**src/rtl/exc_resp_pkg.sv**
```systemverilog
// Package: shared condition codes, tag codes, request and mask bit positions
// for the masked-response unit. Assumes 3-bit condition codes and 2-bit tags.
package exc_resp_pkg;
    typedef enum logic [2:0] {
        COND_INVALID       = 3'd0,
        COND_OVERFLOW      = 3'd1,
        COND_UNDERFLOW     = 3'd2,
        COND_ZERODIV       = 3'd3,
        COND_STK_OVER      = 3'd4,
        COND_STK_UNDER     = 3'd5,
        COND_STK_UNDER_POP = 3'd6,
        COND_RESERVED      = 3'd7
    } cond_e;

    typedef enum logic [1:0] {
        TAG_VALID   = 2'd0,
        TAG_ZERO    = 2'd1,
        TAG_SPECIAL = 2'd2,
        TAG_EMPTY   = 2'd3
    } tag_e;

    localparam int REQ_W   = 6;
    localparam int RQ_INV  = 0;
    localparam int RQ_ZDIV = 1;
    localparam int RQ_OVF  = 2;
    localparam int RQ_UNF  = 3;
    localparam int RQ_PREC = 4;
    localparam int RQ_STK  = 5;

    localparam int MASK_W   = 4;
    localparam int MSK_INV  = 0;
    localparam int MSK_ZDIV = 1;
    localparam int MSK_OVF  = 2;
    localparam int MSK_UNF  = 3;

    typedef struct packed {
        logic [REQ_W-1:0] req;
        logic             c1_set;
        logic             c1_clr;
        logic             fault;
    } req_bundle_t;
endpackage

```
**src/rtl/exc_value_gen.sv**
```systemverilog
// Module: exc_value_gen
// Picks the value and class tag written for a condition: default substitutes
// for masked cases, re-biased exponent for unmasked overflow/underflow.
// Assumes EXP_W-bit biased exponent input; stored field is EXP_W-1 bits.
module exc_value_gen
    import exc_resp_pkg::*;
#(
    parameter int EXP_W      = 16,
    parameter int SIG_W      = 64,
    parameter int FLUSH_DIST = 63
) (
    input  cond_e                  cond,
    input  logic [MASK_W-1:0]      mask,
    input  logic                   sign,
    input  logic [EXP_W-1:0]       exp,
    input  logic [SIG_W-1:0]       sig,
    output logic                   wr_en,
    output logic [EXP_W+SIG_W-1:0] data,
    output tag_e                   tag
);
    localparam int EF_W = EXP_W - 1;
    localparam logic [EXP_W-1:0] REBIAS   = EXP_W'(3) << (EXP_W - 3);
    localparam logic [EXP_W-1:0] EXT_BIAS = (EXP_W'(1) << (EXP_W - 2)) - EXP_W'(1);
    localparam logic signed [EXP_W-1:0] FLUSH_LIM = EXP_W'(-FLUSH_DIST);
    localparam logic [EF_W-1:0]  EF_ONES  = '1;
    localparam logic [EF_W-1:0]  EF_ZERO  = '0;
    localparam logic [SIG_W-1:0] SIG_INF  = {1'b1, {(SIG_W-1){1'b0}}};
    localparam logic [SIG_W-1:0] SIG_QNAN = {2'b11, {(SIG_W-2){1'b0}}};

    logic [EXP_W-1:0] ovf_exp;
    logic [EXP_W-1:0] unf_exp;
    logic             flush;

    // Exponent re-bias paths and the flush-to-zero threshold compare.
    always_comb begin
        ovf_exp = exp - REBIAS;
        unf_exp = exp + REBIAS + EXT_BIAS;
        flush   = ($signed(exp) <= FLUSH_LIM);
    end

    // Value and tag selection per condition and mask.
    always_comb begin
        wr_en = 1'b0;
        data  = {1'b1, EF_ONES, SIG_QNAN};
        tag   = TAG_SPECIAL;
        unique case (cond)
            COND_OVERFLOW: begin
                wr_en = 1'b1;
                if (mask[MSK_OVF]) begin
                    data = {sign, EF_ONES, SIG_INF};
                end else begin
                    data = {sign, ovf_exp[EF_W-1:0], sig};
                    tag  = TAG_VALID;
                end
            end
            COND_UNDERFLOW: begin
                wr_en = 1'b1;
                if (!mask[MSK_UNF]) begin
                    data = {sign, unf_exp[EF_W-1:0], sig};
                    tag  = TAG_VALID;
                end else if (flush) begin
                    data = {sign, EF_ZERO, {SIG_W{1'b0}}};
                    tag  = TAG_ZERO;
                end else begin
                    data = {sign, EF_ZERO, sig};
                end
            end
            COND_ZERODIV: begin
                wr_en = mask[MSK_ZDIV];
                data  = {sign, EF_ONES, SIG_INF};
            end
            COND_INVALID, COND_STK_OVER, COND_STK_UNDER, COND_STK_UNDER_POP: begin
                wr_en = mask[MSK_INV];
            end
            default: begin
                wr_en = 1'b0;
            end
        endcase
    end
endmodule

```
**src/rtl/exc_stack_ctl.sv**
```systemverilog
// Module: exc_stack_ctl
// Computes the absolute write index and any stack-top adjustment. Assumes
// a power-of-two register stack so the pointer wraps naturally.
module exc_stack_ctl
    import exc_resp_pkg::*;
#(
    parameter int TOP_W = 3
) (
    input  cond_e            cond,
    input  logic             inv_masked,
    input  logic [TOP_W-1:0] top,
    input  logic [TOP_W-1:0] dst,
    output logic [TOP_W-1:0] wr_idx,
    output logic [TOP_W-1:0] top_new,
    output logic             top_wr
);
    logic [TOP_W-1:0] top_dec;
    logic [TOP_W-1:0] top_inc;
    logic [TOP_W-1:0] rel_idx;

    // Modular pointer arithmetic.
    always_comb begin
        top_dec = top - TOP_W'(1);
        top_inc = top + TOP_W'(1);
        rel_idx = top + dst;
    end

    // Index and top selection per condition.
    always_comb begin
        wr_idx  = rel_idx;
        top_new = top;
        top_wr  = 1'b0;
        if (cond == COND_STK_OVER) begin
            wr_idx = top_dec;
            if (inv_masked) begin
                top_new = top_dec;
                top_wr  = 1'b1;
            end
        end else if (cond == COND_STK_UNDER_POP && inv_masked) begin
            top_new = top_inc;
            top_wr  = 1'b1;
        end
    end
endmodule

```
**src/rtl/exc_req_gen.sv**
```systemverilog
// Module: exc_req_gen
// Builds the exception request bundle: primary request, chained precision
// request for masked overflow/underflow, C1 action and the unmasked fault.
module exc_req_gen
    import exc_resp_pkg::*;
(
    input  cond_e             cond,
    input  logic [MASK_W-1:0] mask,
    output req_bundle_t       bundle
);
    // Request decode per condition.
    always_comb begin
        bundle = '0;
        unique case (cond)
            COND_INVALID: begin
                bundle.req[RQ_INV] = 1'b1;
                bundle.fault       = !mask[MSK_INV];
            end
            COND_OVERFLOW: begin
                bundle.req[RQ_OVF]  = 1'b1;
                bundle.req[RQ_PREC] = mask[MSK_OVF];
                bundle.c1_set       = mask[MSK_OVF];
                bundle.fault        = !mask[MSK_OVF];
            end
            COND_UNDERFLOW: begin
                bundle.req[RQ_UNF]  = 1'b1;
                bundle.req[RQ_PREC] = mask[MSK_UNF];
                bundle.fault        = !mask[MSK_UNF];
            end
            COND_ZERODIV: begin
                bundle.req[RQ_ZDIV] = 1'b1;
                bundle.fault        = !mask[MSK_ZDIV];
            end
            COND_STK_OVER: begin
                bundle.req[RQ_INV] = 1'b1;
                bundle.req[RQ_STK] = 1'b1;
                bundle.c1_set      = 1'b1;
                bundle.fault       = !mask[MSK_INV];
            end
            COND_STK_UNDER, COND_STK_UNDER_POP: begin
                bundle.req[RQ_INV] = 1'b1;
                bundle.req[RQ_STK] = 1'b1;
                bundle.c1_clr      = 1'b1;
                bundle.fault       = !mask[MSK_INV];
            end
            default: bundle = '0;
        endcase
    end
endmodule

```
**src/rtl/exc_mask_resp.sv**
```systemverilog
// Module: exc_mask_resp (top)
// Registers the one-cycle response bundle built from the value, stack and
// request sub-blocks. Assumes one condition per valid cycle; the C1 flush
// clear for masked underflow is merged here from the value path's tag.
module exc_mask_resp
    import exc_resp_pkg::*;
#(
    parameter int EXP_W      = 16,
    parameter int SIG_W      = 64,
    parameter int TOP_W      = 3,
    parameter int FLUSH_DIST = 63
) (
    input  logic                   clk,
    input  logic                   rst_n,
    input  logic                   in_valid,
    input  logic [2:0]             cond_in,
    input  logic [3:0]             mask_in,
    input  logic                   sign_in,
    input  logic [EXP_W-1:0]       exp_in,
    input  logic [SIG_W-1:0]       sig_in,
    input  logic [TOP_W-1:0]       top_in,
    input  logic [TOP_W-1:0]       dst_in,
    output logic                   out_valid,
    output logic                   wr_en,
    output logic [TOP_W-1:0]       wr_idx,
    output logic [EXP_W+SIG_W-1:0] wr_data,
    output logic [1:0]             wr_tag,
    output logic                   top_wr,
    output logic [TOP_W-1:0]       top_out,
    output logic [5:0]             req,
    output logic                   c1_set,
    output logic                   c1_clr,
    output logic                   fault
);
    localparam int DATA_W = EXP_W + SIG_W;

    cond_e                cond;
    logic                 n_wr_en;
    logic [DATA_W-1:0]    n_data;
    tag_e                 n_tag;
    logic [TOP_W-1:0]     n_idx;
    logic [TOP_W-1:0]     n_top;
    logic                 n_top_wr;
    req_bundle_t          n_req;

    assign cond = cond_e'(cond_in);

    exc_value_gen #(.EXP_W(EXP_W), .SIG_W(SIG_W), .FLUSH_DIST(FLUSH_DIST)) u_value (
        .cond(cond), .mask(mask_in), .sign(sign_in), .exp(exp_in), .sig(sig_in),
        .wr_en(n_wr_en), .data(n_data), .tag(n_tag)
    );

    exc_stack_ctl #(.TOP_W(TOP_W)) u_stack (
        .cond(cond), .inv_masked(mask_in[MSK_INV]), .top(top_in), .dst(dst_in),
        .wr_idx(n_idx), .top_new(n_top), .top_wr(n_top_wr)
    );

    exc_req_gen u_req (.cond(cond), .mask(mask_in), .bundle(n_req));

    // Response bundle register; strobes clear on idle cycles, data holds.
    always_ff @(posedge clk) begin
        if (!rst_n) begin
            out_valid <= 1'b0;
            wr_en     <= 1'b0;
            wr_idx    <= '0;
            wr_data   <= '0;
            wr_tag    <= 2'd0;
            top_wr    <= 1'b0;
            top_out   <= '0;
            req       <= '0;
            c1_set    <= 1'b0;
            c1_clr    <= 1'b0;
            fault     <= 1'b0;
        end else if (in_valid) begin
            out_valid <= 1'b1;
            wr_en     <= n_wr_en;
            wr_idx    <= n_idx;
            wr_data   <= n_data;
            wr_tag    <= n_tag;
            top_wr    <= n_top_wr;
            top_out   <= n_top;
            req       <= n_req.req;
            c1_set    <= n_req.c1_set;
            c1_clr    <= n_req.c1_clr | (cond == COND_UNDERFLOW && n_tag == TAG_ZERO);
            fault     <= n_req.fault;
        end else begin
            out_valid <= 1'b0;
            wr_en     <= 1'b0;
            top_wr    <= 1'b0;
            req       <= '0;
            c1_set    <= 1'b0;
            c1_clr    <= 1'b0;
            fault     <= 1'b0;
        end
    end

    // idle cycles carry no write, no request and no fault.
    p_idle_quiet_r2: assert property (@(posedge clk) disable iff (!rst_n)
        !out_valid |-> (req == '0 && !wr_en && !top_wr && !fault));

    // masked overflow gives a special tag with chained precision and C1 set.
    p_mask_ovf_r3: assert property (@(posedge clk) disable iff (!rst_n)
        (in_valid && cond_in == 3'd1 && mask_in[MSK_OVF]) |=>
        (wr_en && wr_tag == 2'd2 && req[RQ_PREC] && req[RQ_OVF] && c1_set && !fault));

    // unmasked overflow keeps the significand and raises overflow only.
    p_unmask_ovf_r4: assert property (@(posedge clk) disable iff (!rst_n)
        (in_valid && cond_in == 3'd1 && !mask_in[MSK_OVF]) |=>
        (fault && req == 6'b000100 && wr_data[SIG_W-1:0] == $past(sig_in)));

    // zero-divide writes exactly when masked.
    p_zdiv_r7: assert property (@(posedge clk) disable iff (!rst_n)
        (in_valid && cond_in == 3'd3) |=> (req[RQ_ZDIV] && wr_en == $past(mask_in[MSK_ZDIV])));

    // masked stack overflow moves the top down by one.
    p_stk_over_r9: assert property (@(posedge clk) disable iff (!rst_n)
        (in_valid && cond_in == 3'd4 && mask_in[MSK_INV]) |=>
        (top_wr && top_out == $past(top_in) - TOP_W'(1) && wr_idx == top_out));

    // top unchanged without an adjustment; C1 never both set and cleared.
    p_top_hold_r11: assert property (@(posedge clk) disable iff (!rst_n)
        (in_valid && cond_in != 3'd4 && cond_in != 3'd6) |=> (!top_wr && top_out == $past(top_in)));

    p_c1_excl_r6: assert property (@(posedge clk) disable iff (!rst_n) !(c1_set && c1_clr));
endmodule

```
**config.mk**
```make
export PLATFORM = sky130hd
export DESIGN_NAME = exc_mask_resp
export DESIGN_NICKNAME = d
export VERILOG_FILES = /design/src/rtl/exc_resp_pkg.sv /design/src/rtl/exc_value_gen.sv /design/src/rtl/exc_stack_ctl.sv /design/src/rtl/exc_req_gen.sv /design/src/rtl/exc_mask_resp.sv
export SDC_FILE = /design/constraint.sdc
export NUM_CORES = 1
export LEC_CHECK = 0
export BUFFER_PORTS_ARGS = -buffer_cell sky130_fd_sc_hd__buf_2
export CORE_ASPECT_RATIO = 1.1
export CORE_MARGIN = 2
export CORE_UTILIZATION = 45
export DETAILED_ROUTE_END_ITERATION = 8
export PLACE_DENSITY = 0.73
export SETUP_SLACK_MARGIN = 0.05
export SYNTH_ARGS = -nofsm -noshare
export SYNTH_HDL_FRONTEND = slang
export SYNTH_HIERARCHICAL = 1
export SYNTH_SLANG_ARGS = --single-unit
```
**constraint.sdc**
```tcl
create_clock -name clk -period 3.75 [get_ports clk]
set_clock_uncertainty 0.05 [all_clocks]
set_input_delay 0.1875 -clock clk [delete_from_list [all_inputs] [get_ports clk]]
set_output_delay 0.1875 -clock clk [all_outputs]
set_load 0.03 [all_outputs]
```
; Yosys cells after proc, flatten, opt, wreduce, memory -nomap -nowiden
; Cells that the tools add are included.
[word_totals]
elab_cells = 64
regBits = 100
input_bits = 97
out_inout_bits = 100
[op_classes]
addsub = 6
n_bitwise = 1
n_mux = 26
n_eq_ne = 7
n_lt_le_gt_ge = 1
n_reduce_logical = 12
[ops]
columns = operator, n
row1 = $pmux W80 S3, 1
row2 = $mux W79, 2
row3 = $mux W64, 1
row4 = $le A16 B7 Y1 const B, 1
row5 = $add A15 B14 Y15 const B, 1
row6 = $add A15 B15 Y15 const B, 1
row7 = $sub A15 B15 Y15 const B, 1
row8 = $mux W3, 4
row9 = $mux W1, 10
row10 = $eq A3 B3 Y1 const B, 3
row11 = $eq A3 B2 Y1 const B, 2
row12 = $mux W2, 3
row13 = $logic_not A1 Y1, 4
row14 = $pmux W1 S2, 2
row15 = $pmux W1 S4, 1
row16 = $pmux W2 S2, 1
row17 = $reduce_or A2 Y1, 2
row18 = $reduce_or A4 Y1, 1
row19 = $add A3 B1 Y3 const B, 1
row20 = $add A3 B3 Y3, 1
row21 = $eq A3 B1 Y1 const B, 1
row22 = $logic_not A3 Y1, 1
row23 = $pmux W1 S3, 1
row24 = $reduce_or A3 Y1, 1
row25 = 5 further kinds, 6

; Longest topological paths before layout
; Gate-level depths: netlist of run 1.
[depth]
ltp_word = 7
depth_mapped = 9
depth_no_buf = 8

; By module
; Netlist of run 1, hierarchy kept.
[by_module_without_submodules]
columns = mod, area_each_um2, n_inst, cells_per_inst, seq_area_each_um2
row1 = exc_mask_resp, 3702.3, 1, 313, 2001.9
row2 = exc_value_gen, 1198.6, 1, 181, 0.0
row3 = exc_stack_ctl, 181.4, 1, 23, 0.0
row4 = exc_req_gen, 161.4, 1, 22, 0.0

; Least setup slack after synthesis of run 1
; Ideal clock, no wire load.
[synth_timing]
path_kind = input-to-reg
startpoint = input exp_in[0]
endpoint = register wr_data[70]
required_time_ns = 3.584
slack_ns = 1.990
cell_stages = 8
t_arrival_ns = 1.594
setup_time_ns = 0.116
n_path_buf = 0
cell_sequence = inv_1 -> ha_1 -> or4b_1 -> o21ai_0 -> nand2_1 -> a221o_1 -> mux2i_1 -> nor2b_1
[synth_between]
elab_chain_len = 4
elab_cells_between_ends = 6
cone_classes = add/sub (3) / mux (3)
[synth_lines]
columns = item, line
row1 = "start, declared", exc_mask_resp.sv:19  ; input logic [EXP_W-1:0] exp_in,
row2 = $add A15 B15 Y15, exc_value_gen.sv:37  ; unf_exp = exp + REBIAS + EXT_BIAS;
row3 = $add A15 B14 Y15, exc_value_gen.sv:37
row4 = $mux W79, exc_value_gen.sv:58  ; if (!mask[MSK_UNF]) begin
row5 = $pmux W80 S3 (*), exc_value_gen.sv:46  ; unique case (cond)
row6 = via n_data[70], exc_mask_resp.sv:39  ; logic [DATA_W-1:0] n_data;
row7 = "end signal, assigned", exc_mask_resp.sv:78  ; wr_data <= n_data;
row8 = "end, declared", exc_mask_resp.sv:26  ; output logic [EXP_W+SIG_W-1:0] wr_data,
; Mark *: on every way through the listed nets, which the timed path passes. The rest lies on a longest branch.
; A chain may end at the register's enable or synchronous reset.

; Final worst setup path of run 1
[layout_timing]
startpoint = input cond_in[1]
endpoint = register wr_data[21]
[layout_between]
elab_chain_len = 2
elab_cells_between_ends = 4
cone_classes = eq/ne (3) / mux (1)
[layout_lines]
columns = item, line
row1 = "start, declared", exc_mask_resp.sv:16  ; input logic [2:0] cond_in,
row2 = $eq A3 B2 Y1 / $eq A3 B1 Y1 (equally long branches), exc_value_gen.sv:46
row3 = $pmux W80 S3 (*), exc_value_gen.sv:46
row4 = via n_data[21], exc_mask_resp.sv:39
; Marked as above.

==> results of run 1 <==
## cell type report
type | count | area (um^2) | area share
Clock buffer | 12 | 256 | 0.0398
Clock inverter | 4 | 31.3 | 0.00485
Inverter | 8 | 30.0 | 0.00466
Multi-Input combinational cell | 394 | 2920 | 0.453
Sequential cell | 100 | 2000 | 0.311
Tap cell | 150 | 188 | 0.0291
Timing Repair Buffer | 199 | 1020 | 0.158
## final timing paths
kind	start	end	slack [ps]	cells past startpoint
worst min-delay path	sig_in[62]	wr_data[62]$_SDFFE_PN0P_	160	4
worst min register to register	wr_data[62]$_SDFFE_PN0P_	wr_data[62]$_SDFFE_PN0P_	460	2
worst max-delay path	cond_in[1]	wr_data[21]$_SDFFE_PN0P_	1690	8
worst max register to register	top_out[2]$_SDFFE_PN0P_	top_out[2]$_SDFFE_PN0P_	3060	2
## tightest hold or removal path, delay by kind of cell
family                 cells  cell delay (ps)
AOI/OAI and AO/OA          1              100
buffers and inverters      1               70
muxes                      1               60
and+or+nand+nor            1               90
## cells in the final DEF (no fill, tap or decap), types with 2 or more instances in the layout
cell          n
nor3b_2       3
or4_1         2
nand4_1       4
nand3b_1      5
and3_1       11
a221o_1       3
a211o_1       2
buf_4         3
nor2_1       15
o221ai_1      3
clkbuf_8      2
and2_1       65
a21oi_1       9
o211ai_1      3
clkbuf_16     9
nor3b_1       2
mux2i_1      90
nand3_1       7
xnor2_1       2
nand2b_1      2
ha_1          5
a41oi_1       2
nor3_1        5
inv_1         8
o21ai_0      14
nand2_1      15
or3_1         3
buf_2       195
nor2b_1      93
xor2_1        4
or4b_1        2
clkinvlp_4    3
dfxtp_1     100
## power groups by stage
stage                     combinational (mW)  clock [mW]  sequential (mW)
final                                  0.410       0.888             1.12
after global placement                 0.404           0             1.14
after floorplan                        0.214           0             1.22
after global routing                   0.447       0.961             1.12
after CTS                              0.413       0.923             1.12
after detailed placement               0.412           0             1.14
## kinds of logic (layout without fill, tap and decap cells)
family                   Yosys count  count (layout)  share of synthesized area
adder cells (fa/ha/maj)            6               6                     0.0157
AND/OR/NAND/NOR                  245             245                      0.292
buffers and inverters             45             223                     0.0613
flip-flops                       100             100                      0.382
XOR/XNOR                           6               6                     0.0100
AO/OA/AOI/OAI                     47              47                     0.0671
multiplexers                      90              90                      0.172
## flip-flops by register name (all words and copies together) (netlist names)
| signal | cells |
|---|---|
| wr_data | 80 |
| req | 6 |
| top_out | 3 |
| wr_idx | 3 |
| wr_tag | 2 |
| c1_clr | 1 |
| c1_set | 1 |
| fault | 1 |
| out_valid | 1 |
| top_wr | 1 |
| wr_en | 1 |
## per-layer routing
layer / global-route usage / wire [um] / vias up
li1: - / - / 2187
met1: 0.224 / 5170 / 1979
met2: 0.329 / 5790 / 176
met3: 0.0703 / 1080 / 11
met4: 0.0658 / 140 / 0
met5: 0 / 0 / -
==> summary by stage, run 1 <==
Pwr
The completed layout was analyzed and its total power is 2.42 mW. The total internal power is 1.76 mW. Of the total power, the share spent switching nets is 0.272. The power share of the combinational group is 0.170. Of the total power, the clock network draws 0.368. In this run the power spent charging and discharging nets is 0.658 mW. The power density normalized to cell area is 375 nW/um^2.

IR analysis of the VDD net gives a maximum drop of 183 uV. The relative contribution of sequential cells to total power is 0.463. The analysis attributes to cell leakage a power of 3.12 nW.

Clocking
The clock network latency to the later pin of the worst-skew pair is 330 ps. The number of setup buffers added after CTS is 0. The clock drives 100 sinks. The H-tree depth is 3.

After clock tree synthesis, the clock-pin slew on the worst setup and hold paths is 70 ps. Clock tree synthesis selected as its root buffer the cell clkbuf_16. The quantity of hold-fixing buffers added after cts is 0. Post-CTS repair changed the size of 0 cells. In this run the deepest clock path goes through 2 buffers. TritonCTS built the clock tree. The clock buffer count from CTS is 9.

Outcome
The run finished with clean final reports.

Final layout
The count of non-filler cells in the finished layout is 867. Compared with the post-synthesis result, the final layout area differs by 22.9%. Summing all non-filler instances in the final layout gives an area of 6450 um^2. In the final layout, the share of cells above drive strength 1 is 0.317. Measured on the finished design, the core utilization comes to 0.563.

The number of diodes is 0. The number of nets in the layout is 815. The fill cell total of the finished layout is 1,055.

Drt
The count of unresolved DRC violations after routing is 0. The first routing iteration left 193 violations. The total number of vias is 4,353. The first detailed-routing pass ran for 4 iterations.

The post-detailed-route via-to-cell ratio is 5.02. The number of nets still failing antenna checks after routing is 0. The total wire length after detailed routing is 12,200 um. In the final routed layout, each cell accounts on average for 14.0 um.

Timing
Headroom to the max-slew limit came out at 0.243. The transition time of the tightest slew-check pin is 1130 ps. The worst hold-check slack is 162 ps. The post-route fraction of the period consumed by the critical path is 0.549. The aggregate negative setup slack is 0 ps. Based on the critical path, the design can be clocked at up to 486 MHz. The final count of pins violating max slew is 0. Setup repair after global routing left no endpoint under its margin. Across all setup checks in the final design, the least slack found is 1690 ps. Counting I/O delays and the setup requirement, the final critical path takes 2060 ps.

The final number of setup-violating endpoints is 0. The count of endpoints failing hold in the final timing report came to 0.

Synth
In the synthesized netlist the async set-or-reset flop fraction comes to 0. For this run, the leading register cell type out of synthesis is dfxtp_1. The distinct cell type count of the synthesized netlist is 57. The largest total area in the synthesized netlist belongs to dfxtp_1. The mean cell area of the mapped netlist is 9.73 um^2. The share of the Yosys chip area taken by registers is 0.382. The share of synthesized area in the top cell type comes to 0.382. The count of flip-flops with a built-in enable after synthesis is 0. The cell count after synthesis came out at 539.

The net count of the mapped netlist is 642. The post-synthesis register bit count is 100. The cell with the most instances after synthesis is dfxtp_1. In the synthesized netlist, the cells that appear most often are 100 x dfxtp_1, 93 x nor2b_1, 90 x mux2i_1, 65 x and2_1, 16 x buf_6.

By area the synthesized netlist is led by dfxtp_1 38%, mux2i_1 17%, nor2b_1 11%, and2_1 7.8%, buf_6 3.4%. The number of warnings issued by yosys is 6. The mapped netlist covers 5240 um^2.

Floorplan
The initial utilization of the core area, before any placement, comes to 0.458. The die is 107 um wide. The die footprint is 12,500 um^2. In this run the core area contains 41 standard-cell rows. The total area inside the core boundary comes to 11,400 um^2. The vertical die dimension is 117 um. In this run the count of I/O pins placed on the die edge is 197.

Worst setup path
The critical path goes through buf_2 -> nor3b_2 -> nand4_1 -> o32ai_4 -> buf_4 -> and2_1 -> mux2i_1 -> nor2b_1. The critical setup path kind is input pin to register. For this design, the slowest cell found on the critical path is buf_4. The capturing element type of the critical path is a register. Of all nets on the critical path, the largest fanout is 63. The data required time at the worst endpoint is 3970 ps. The data arrival at the endpoint of the critical path is 2270 ps.

STA classifies the critical path startpoint as an input pin. The number of buffers and inverters on the critical path is 2. The family of cells with the greatest summed delay on the critical path is simple AND/OR/NAND/NOR gates. On the worst path, the slowest cell contributes a delay of 440 ps.

Placed design
The worst slack at placement is 1350 ps. The cell count after placement is 851. The last weighted congestion value of the routability-driven placer is 0.834. The area after detailed placement is 6160 um^2. Once detailed placement completed, the half-perimeter wirelength came to 8810 um.

The number of port buffers is 196.

Global routing
The via count of the first global-routing pass is 4,217. The first global-routing pass estimated 19,500 um of wire. The all-layer global routing usage is 0.192. For this run the aggregate overflow at the end of global routing stands at 0.

The maximum number of pins on one net before global-route repair is 67. The initial antenna violation count is 0.

Min path
The worst hold path belongs to the class input pin to register.

Job
The tool flagged a number of max-cap violations equal to 0.
(Power assumes the default switching activity.)
==> run 2, diff against run 1 <==
--- a/config.mk
+++ b/config.mk
@@ -5,6 +5,7 @@
 export SDC_FILE = /design/constraint.sdc
 export NUM_CORES = 1
 export LEC_CHECK = 0
+export ABC_AREA = 1
 export BUFFER_PORTS_ARGS = -buffer_cell sky130_fd_sc_hd__buf_2
 export CORE_ASPECT_RATIO = 1.1
 export CORE_MARGIN = 2
==> constraint.sdc (replaced) <==
create_clock -name clk -period 1.9 [get_ports clk]
set_clock_uncertainty 0.05 [all_clocks]
set_input_delay 0.095 -clock clk [delete_from_list [all_inputs] [get_ports clk]]
set_output_delay 0.095 -clock clk [all_outputs]
set_load 0.03 [all_outputs]
==> summary by stage, run 2 <==
Outcome
Outcome: finished, final reports clean (unchanged).

Timing
The transition time of the tightest slew-check pin came to 951 ps (was 1130 ps). The count of endpoints failing hold in the final timing report is 0 (unchanged). The worst-case headroom to the max-slew limit was 0.366 (was 0.243).

Based on the critical path, the design can be clocked at up to 671 MHz. The final number of setup-violating endpoints came to 0 (unchanged). The aggregate negative setup slack is 0 ps (unchanged). The final count of pins violating max slew is 0 (unchanged). Unrepaired setup endpoints after global routing: false (unchanged). Subtracting the final worst setup slack from the clock period gives 1490 ps. The post-route fraction of the period consumed by the critical path is 0.784. The worst hold-check slack is 32.6 ps (was 162 ps).

Drt
The total number of vias is 5,163 (was 4,353). The routed length per instance is 13.2 um (was 14.0 um). The length of the first detailed-routing pass in iterations is 5 (was 4). The total wire length after detailed routing was 13,800 um (was 12,200 um).

The starting DRC count in detailed routing is 370 (was 193). The count of unresolved DRC violations after routing is 0 (unchanged). The post-detailed-route via-to-cell ratio is 4.94 (was 5.02).

The number of nets still failing antenna checks after routing is 0 (unchanged).

Min path
The worst hold-check path type is input pin to register (unchanged).

Global routing
The first-pass GRT wire length is 22,000 um (was 19,500 um). The via count of the first global-routing pass is 4,555 (was 4,217). The remaining global-route overflow is 0 (unchanged).

The all-layer global routing usage is 0.211 (was 0.192). The initial antenna violation count is 1 (was 0). The maximum number of pins on one net before global-route repair is 91 (was 67).

Floorplan
The die footprint is 12,800 um^2 (was 12,500 um^2). The horizontal die dimension is 108 um (was 107 um). The initial core utilization is 0.463 (was 0.458). The number of rows in the core area is 41 (unchanged).

The total core area was 11,500 um^2 (was 11,400 um^2). The number of placed I/O pins is 197 (unchanged). The vertical die dimension was 118 um (was 117 um).

Synth
The sequential share of the synthesized area is 0.375 (was 0.382). The mapped cell area is 5340 um^2 (was 5240 um^2). The cell type contributing the most total cell area after synthesis is dfxtp_1 (unchanged). The most instantiated flip-flop cell in the synthesis netlist is dfxtp_1 (unchanged). The cell with the most instances after synthesis is nor2_1 (was dfxtp_1). The distinct cell type count of the synthesized netlist came to 35 (was 57).

The synthesized instance count is 717 (was 539). The net count of the mapped netlist came to 820 (was 642). The proportion of register bits with asynchronous set or reset after synthesis was 0 (unchanged). The mean cell area of the mapped netlist is 7.45 um^2 (was 9.73 um^2). Synth top area cells: dfxtp_1 37%, nor2_1 14%, a21boi_2 13%, o21ai_0 9.2%, nand2_1 4.0% (was dfxtp_1 38%, mux2i_1 17%, nor2b_1 11%, and2_1 7.8%, buf_6 3.4%).

Commonest cells in the synthesized netlist: 201 x nor2_1, 100 x dfxtp_1, 98 x o21ai_0, 60 x a21boi_2, 57 x nand2_1 (was 100 x dfxtp_1, 93 x nor2b_1, 90 x mux2i_1, 65 x and2_1, 16 x buf_6). The number of warnings issued by yosys is 6 (unchanged). The count of flip-flops with a built-in enable after synthesis is 0 (unchanged). The post-synthesis register bit count came to 100 (unchanged).

The area share of the largest cell type after synthesis is 0.375 (was 0.382).

Placed design
The final HPWL from detailed placement is 9400 um (was 8810 um). The last weighted congestion value of the routability-driven placer is 0.856 (was 0.834). The cell count after placement is 1,029 (was 851). The number of port buffers is 196 (unchanged).

Final layout
The ratio of cells with drive above 1 in the final layout came to 0.351 (was 0.317). The fill cell total of the finished layout is 1,144 (was 1,055). The utilization after layout came to 0.577 (was 0.563). Most frequent cells in the layout: 201 x nor2_1, 196 x buf_2, 100 x dfxtp_1, 98 x o21ai_0, 60 x a21boi_2 (was 195 x buf_2, 100 x dfxtp_1, 93 x nor2b_1, 90 x mux2i_1, 65 x and2_1).

The top register by number of flip-flops is wr_data (unchanged). The leading cell type in the layout, fill and taps excluded is nor2_1 (was buf_2). The number of flip-flops in the largest register is 80 (unchanged). The growth of design area from synthesis to finish is 24.7% (was 22.9%). Largest registers: wr_data x80, req x6 (unchanged). The number of nets in the layout is 993 (was 815). The count of non-filler cells in the finished layout is 1,046 (was 867).

Pwr
The maximum resistive drop on vdd is 386 uV (was 183 uV). The power share of the combinational group is 0.200 (was 0.170). The total internal power was 3.75 mW (was 1.76 mW). The power spent charging and discharging nets is 1.57 mW (was 0.658 mW). The clock network fraction of total power is 0.373 (was 0.368).

The switching share of power is 0.296 (was 0.272). The total power draw is 5.33 mW (was 2.42 mW). The power density normalized to cell area is 800 nW/um^2 (was 375 nW/um^2). The static leakage was 3.26 nW (was 3.12 nW). The relative contribution of sequential cells to total power is 0.427 (was 0.463).

Clocking
The clock buffer count from CTS came to 9 (unchanged). The clock root buffer was clkbuf_16 (unchanged). The clock network latency to the later pin of the worst-skew pair came to 340 ps (was 330 ps). The CTS tree is done (unchanged). The number of setup buffers added after CTS came to 0 (unchanged). The maximum root-to-sink buffer count is 2 (unchanged). The quantity of hold-fixing buffers added after cts came to 0 (unchanged). The H-tree depth was 3 (unchanged). The register clock-pin slew on the reported worst setup and hold paths is 70 ps (about the same). The count of cells resized by post-cts repair is 0 (unchanged). The CTS sink count is 100 (unchanged).

Worst setup path
The largest fanout on the critical path was 32 (was 63). The data arrival at the endpoint of the critical path is 1670 ps (was 2270 ps). The category of the worst setup path launch point was an input pin (unchanged).

The data required time at the worst endpoint is 2080 ps (was 3970 ps). The capturing element type of the critical path is a register (unchanged). The critical setup path kind was input pin to register (unchanged).

Job
The count of max-cap constraint violations is 0 (unchanged).
## run 2: cell type report
type                            count  area [um^2]  area share
Antenna cell                        1         2.50    0.000376
Clock buffer                        9          225      0.0338
Clock inverter                      7         98.8      0.0148
Inverter                           58          220      0.0331
Multi-Input combinational cell    514         2800       0.420
Sequential cell                   100         2000       0.301
Tap cell                          150          188      0.0282
Timing Repair Buffer              207         1130       0.169
## run 2: power groups by stage
stage	sequential [mW]	clock, mW	combinational (mW)
final	2.27	1.99	1.07
after CTS	2.27	2.03	1.08
after global placement	2.32	0	1.06
after floorplan	2.57	0	0.482
after detailed placement	2.32	0	1.07
after global routing	2.29	2.13	1.18
## run 2: stage by stage
stage,setup slack (ps),instance area (um^2)
6_report,410,6660
5_1_grt,210,6660
4_1_cts,428,6660
3_5_place_dp,69.9,6330
3_3_place_gp,95.4,6330
2_1_floorplan,464,5340
## run 2: logic make-up after synthesis
| family | after synthesis | share of synthesized area |
|---|---|---|
| DFF | 100 | 0.375 |
| and+or+nand+nor | 306 | 0.238 |
| buffers and inverters | 103 | 0.104 |
| xor gates and xnor gates | 4 | 0.00656 |
| AOI/OAI and AO/OA | 198 | 0.261 |
| adders and majority gates | 6 | 0.0155 |
## run 2: worst paths after layout
path	to	depth (start not counted)	from	slack, ps
min	wr_data[79]$_SDFFE_PN0P_	4	sign_in	30
max	wr_data[30]$_SDFFE_PN0P_	13	exp_in[0]	410
min reg2reg	wr_data[71]$_SDFFE_PN0P_	2	wr_data[71]$_SDFFE_PN0P_	440
max reg2reg	wr_data[21]$_SDFFE_PN0P_	2	wr_data[21]$_SDFFE_PN0P_	1210
## run 2: per-layer routing
layer  global-route usage  part of all wire
met1                0.284              0.44
met2                0.324              0.46
met3               0.0463             0.071
met4               0.0905             0.026
met5                    0                 0
## run 2: worst max-delay path, stage by stage
cell and delay (ps):
buf_2 120, inv_1 90, ha_1 170, inv_1 80, nand2_1 60, nand3_1 60
nand3_1 120, nand3_1 120, nand2_4 190, buf_12 260, a21boi_1 100, nor2_1 110
nor2_1 60
==> run 3, diff against run 2 <==
--- a/config.mk
+++ b/config.mk
@@ -11,7 +11,7 @@
 export CORE_MARGIN = 2
 export CORE_UTILIZATION = 45
 export DETAILED_ROUTE_END_ITERATION = 8
-export PLACE_DENSITY = 0.73
+export PLACE_DENSITY = 0.76
 export SETUP_SLACK_MARGIN = 0.05
 export SYNTH_ARGS = -nofsm -noshare
 export SYNTH_HDL_FRONTEND = slang
==> constraint.sdc (replaced) <==
create_clock -name clk -period 1.21 [get_ports clk]
set_clock_uncertainty 0.05 [all_clocks]
set_input_delay 0.0605 -clock clk [delete_from_list [all_inputs] [get_ports clk]]
set_output_delay 0.0605 -clock clk [all_outputs]
set_load 0.03 [all_outputs]
==> summary by stage, run 3 (synthesized netlist as in run 2, its figures left out) <==
Timing
The count of endpoints failing hold in the final timing report is 0 (unchanged). Unrepaired setup endpoints after global routing: true (was false). The final count of pins violating max slew is 0 (unchanged). The final number of setup-violating endpoints is 0 (unchanged). After layout, the minimum clock period comes to 1160 ps. The aggregate negative setup slack is 0 ps (unchanged).

The worst-case headroom to the max-slew limit is 0.784 (was 0.366). The transition time of the tightest slew-check pin is 324 ps (was 951 ps). The post-route fraction of the period consumed by the critical path is 0.960. The maximum frequency from static timing analysis is 861 MHz. The smallest setup slack after layout is 48.2 ps (was 410 ps).

The worst hold-check slack is 9.92 ps (was 32.6 ps).

Pwr
The power spent charging and discharging nets is 2.59 mW (was 1.57 mW). The power share of the combinational group was 0.233 (was 0.200). The total internal power is 5.96 mW (was 3.75 mW).

The total power draw came to 8.55 mW (was 5.33 mW). The static leakage is 3.69 nW (was 3.26 nW). The power density normalized to cell area is 1120 nW/um^2 (was 800 nW/um^2). The maximum resistive drop on vdd is 705 uV (was 386 uV).

The clock network fraction of total power is 0.349 (was 0.373). The switching share of power is 0.303 (was 0.296). The relative contribution of sequential cells to total power is 0.418 (was 0.427).

Drt
The post-detailed-route via-to-cell ratio was 4.90 (was 4.94). The length of the first detailed-routing pass in iterations is 5 (unchanged). The total number of vias is 5,462 (was 5,163). The total wire length after detailed routing was 15,600 um (was 13,800 um). The count of unresolved DRC violations after routing is 0 (unchanged). The routed length per instance came to 13.9 um (was 13.2 um). The starting DRC count in detailed routing was 282 (was 370). The number of nets still failing antenna checks after routing is 0 (unchanged).

Placed design
The number of port buffers is 196 (unchanged). The area after detailed placement is 6830 um^2 (was 6330 um^2). The last weighted congestion value of the routability-driven placer was 0.871 (was 0.856). The worst slack at placement is -437 ps (was 69.9 ps). The final HPWL from detailed placement is 10,500 um (was 9400 um).

Floorplan
The total core area came to 11,500 um^2 (unchanged). The vertical die dimension was 118 um (unchanged). The number of placed I/O pins is 197 (unchanged). The die footprint is 12,800 um^2 (unchanged). The initial core utilization is 0.463 (unchanged).

The number of rows in the core area is 41 (unchanged). The horizontal die dimension is 108 um (unchanged).

Clocking
The clock root buffer is clkbuf_16 (unchanged). The CTS sink count is 100 (unchanged). The CTS tree is done (unchanged).

The register clock-pin slew on the reported worst setup and hold paths came to 70 ps (about the same). The clock buffer count from CTS was 9 (unchanged). The H-tree depth is 3 (unchanged). The clock network latency to the later pin of the worst-skew pair was 340 ps (about the same).

The maximum root-to-sink buffer count is 2 (unchanged).

Global routing
The first-pass GRT wire length is 23,600 um (was 22,000 um). The all-layer global routing usage was 0.227 (was 0.211). The initial antenna violation count is 1 (unchanged). The maximum number of pins on one net before global-route repair is 46 (was 91). The via count of the first global-routing pass is 5,017 (was 4,555). The remaining global-route overflow was 0 (unchanged).

Worst setup path
The cell with the biggest individual delay on the critical path is a21oi_4 (was buf_12). The capturing element type of the critical path is a register (unchanged). Critical Path, Cell by Cell: buf_2 -> inv_1 -> nor3_4 -> nor2_2 -> a21oi_4 -> buf_4 -> nand2_1 -> nor2_2 -> nand3_1 -> a21oi_1 (was buf_2 -> inv_1 -> ha_1 -> inv_1 -> nand2_1 -> nand3_1 -> nand3_1 -> nand3_1 -> nand2_4 -> buf_12 -> a21boi_1 -> nor2_1 -> nor2_1).

The critical setup path kind is input pin to register (unchanged). The number of buffers and inverters on the critical path is 3 (was 4). The data arrival at the endpoint of the critical path came to 1370 ps (was 1670 ps). The category of the worst setup path launch point is an input pin (unchanged). The data required time at the worst endpoint came to 1420 ps (was 2080 ps). The family of cells with the greatest summed delay on the critical path is simple AND/OR/NAND/NOR gates (unchanged). The cell occurring most often along the worst timing path is nor2_2 (was nand3_1).

The largest fanout on the critical path was 4 (was 32). The delay of the slowest critical-path stage is 230 ps (was 260 ps).

Final layout
The number of flip-flops in the largest register is 80 (unchanged). The number of nets in the layout came to 1,062 (was 993). The leading cell type in the layout, fill and taps excluded is nor2_1 (unchanged). The growth of design area from synthesis to finish is 43.4% (was 24.7%). The post-layout instance area is 7660 um^2 (was 6660 um^2). The ratio of cells with drive above 1 in the final layout came to 0.416 (was 0.351).

Largest registers: wr_data x80, req x6 (unchanged). The fill cell total of the finished layout came to 1,032 (was 1,144). The top register by number of flip-flops is wr_data (unchanged). Most frequent cells in the layout: 194 x nor2_1, 192 x buf_2, 100 x dfxtp_1, 97 x o21ai_0, 62 x a21boi_2 (was 201 x nor2_1, 196 x buf_2, 100 x dfxtp_1, 98 x o21ai_0, 60 x a21boi_2).

Outcome
Outcome: finished, final reports clean (unchanged).

Min path
The worst hold-check path type is input pin to register (unchanged).

Job
The count of max-cap constraint violations is 0 (unchanged).
## run 3: cell count changes in the layout (fill, tap and decap cells not counted), moves of 3 or more
cell	delta
clkbuf_16	+9
buf_12	+11
nor2_2	+6
inv_1	-4
nand3_1	-3
buf_2	-4
buf_4	+43
nor2_1	-7
buf_6	+3
## run 3: worst paths after layout
path	start	to	slack, ps	cells after the start
hold reg to reg	wr_idx[2]$_SDFFE_PN0P_	wr_idx[2]$_SDFFE_PN0P_	450	2
setup reg to reg	wr_data[54]$_SDFFE_PN0P_	wr_data[54]$_SDFFE_PN0P_	420	2
hold / removal	sig_in[62]	wr_data[62]$_SDFFE_PN0P_	10	5
setup / recovery	cond_in[1]	c1_clr$_SDFF_PN0_	50	10
## run 3: per-stage QoR
stage | instances | utilization
floorplan | 717 | -
global placement | 1078 | 0.591
detailed placement | 1078 | 0.591
CTS | 1097 | 0.625
global route | 1115 | 0.664
finish | 1115 | 0.664
## run 3: power by group through the flow
stage	Clock (mW)	Sequential [mW]	Combinational, mW
global route	3.17	3.59	2.17
finish	2.99	3.57	1.99
global placement	0	3.64	1.82
floorplan	0	4.04	0.794
detailed placement	0	3.65	1.85
CTS	3.01	3.57	1.88
## run 3: layout make-up
type	instances	area [um^2]	area share
Multi-Input combinational cell	516	2930	0.382
Clock buffer	11	243	0.0317
Antenna cell	1	2.50	0.000327
Tap cell	150	188	0.0245
Clock inverter	5	60.1	0.00784
Timing Repair Buffer	274	1990	0.259
Sequential cell	100	2000	0.261
Inverter	58	254	0.0332
## run 3: timing repair
action	CTS	global route
cloned	1	12
setup buffers	0	5
resized for setup	9	43
endpoints found under the setup margin	63	72
pin swaps	3	58
endpoints found under the hold margin	4	0
hold buffers	2	0
## run 3: worst reg2reg max path, cell delays in order, from the launching register on
cell and delay (ps):
dfxtp_1 320, o21ai_0 230, nor2_1 80
## run 3: layer usage
metal / GRT usage / vias up / share of wire
li1: - / 2794 / -
met1: 0.283 / 2475 / 0.43
met2: 0.375 / 165 / 0.49
met3: 0.0502 / 28 / 0.058
met4: 0.0921 / 0 / 0.023
met5: 0 / - / 0
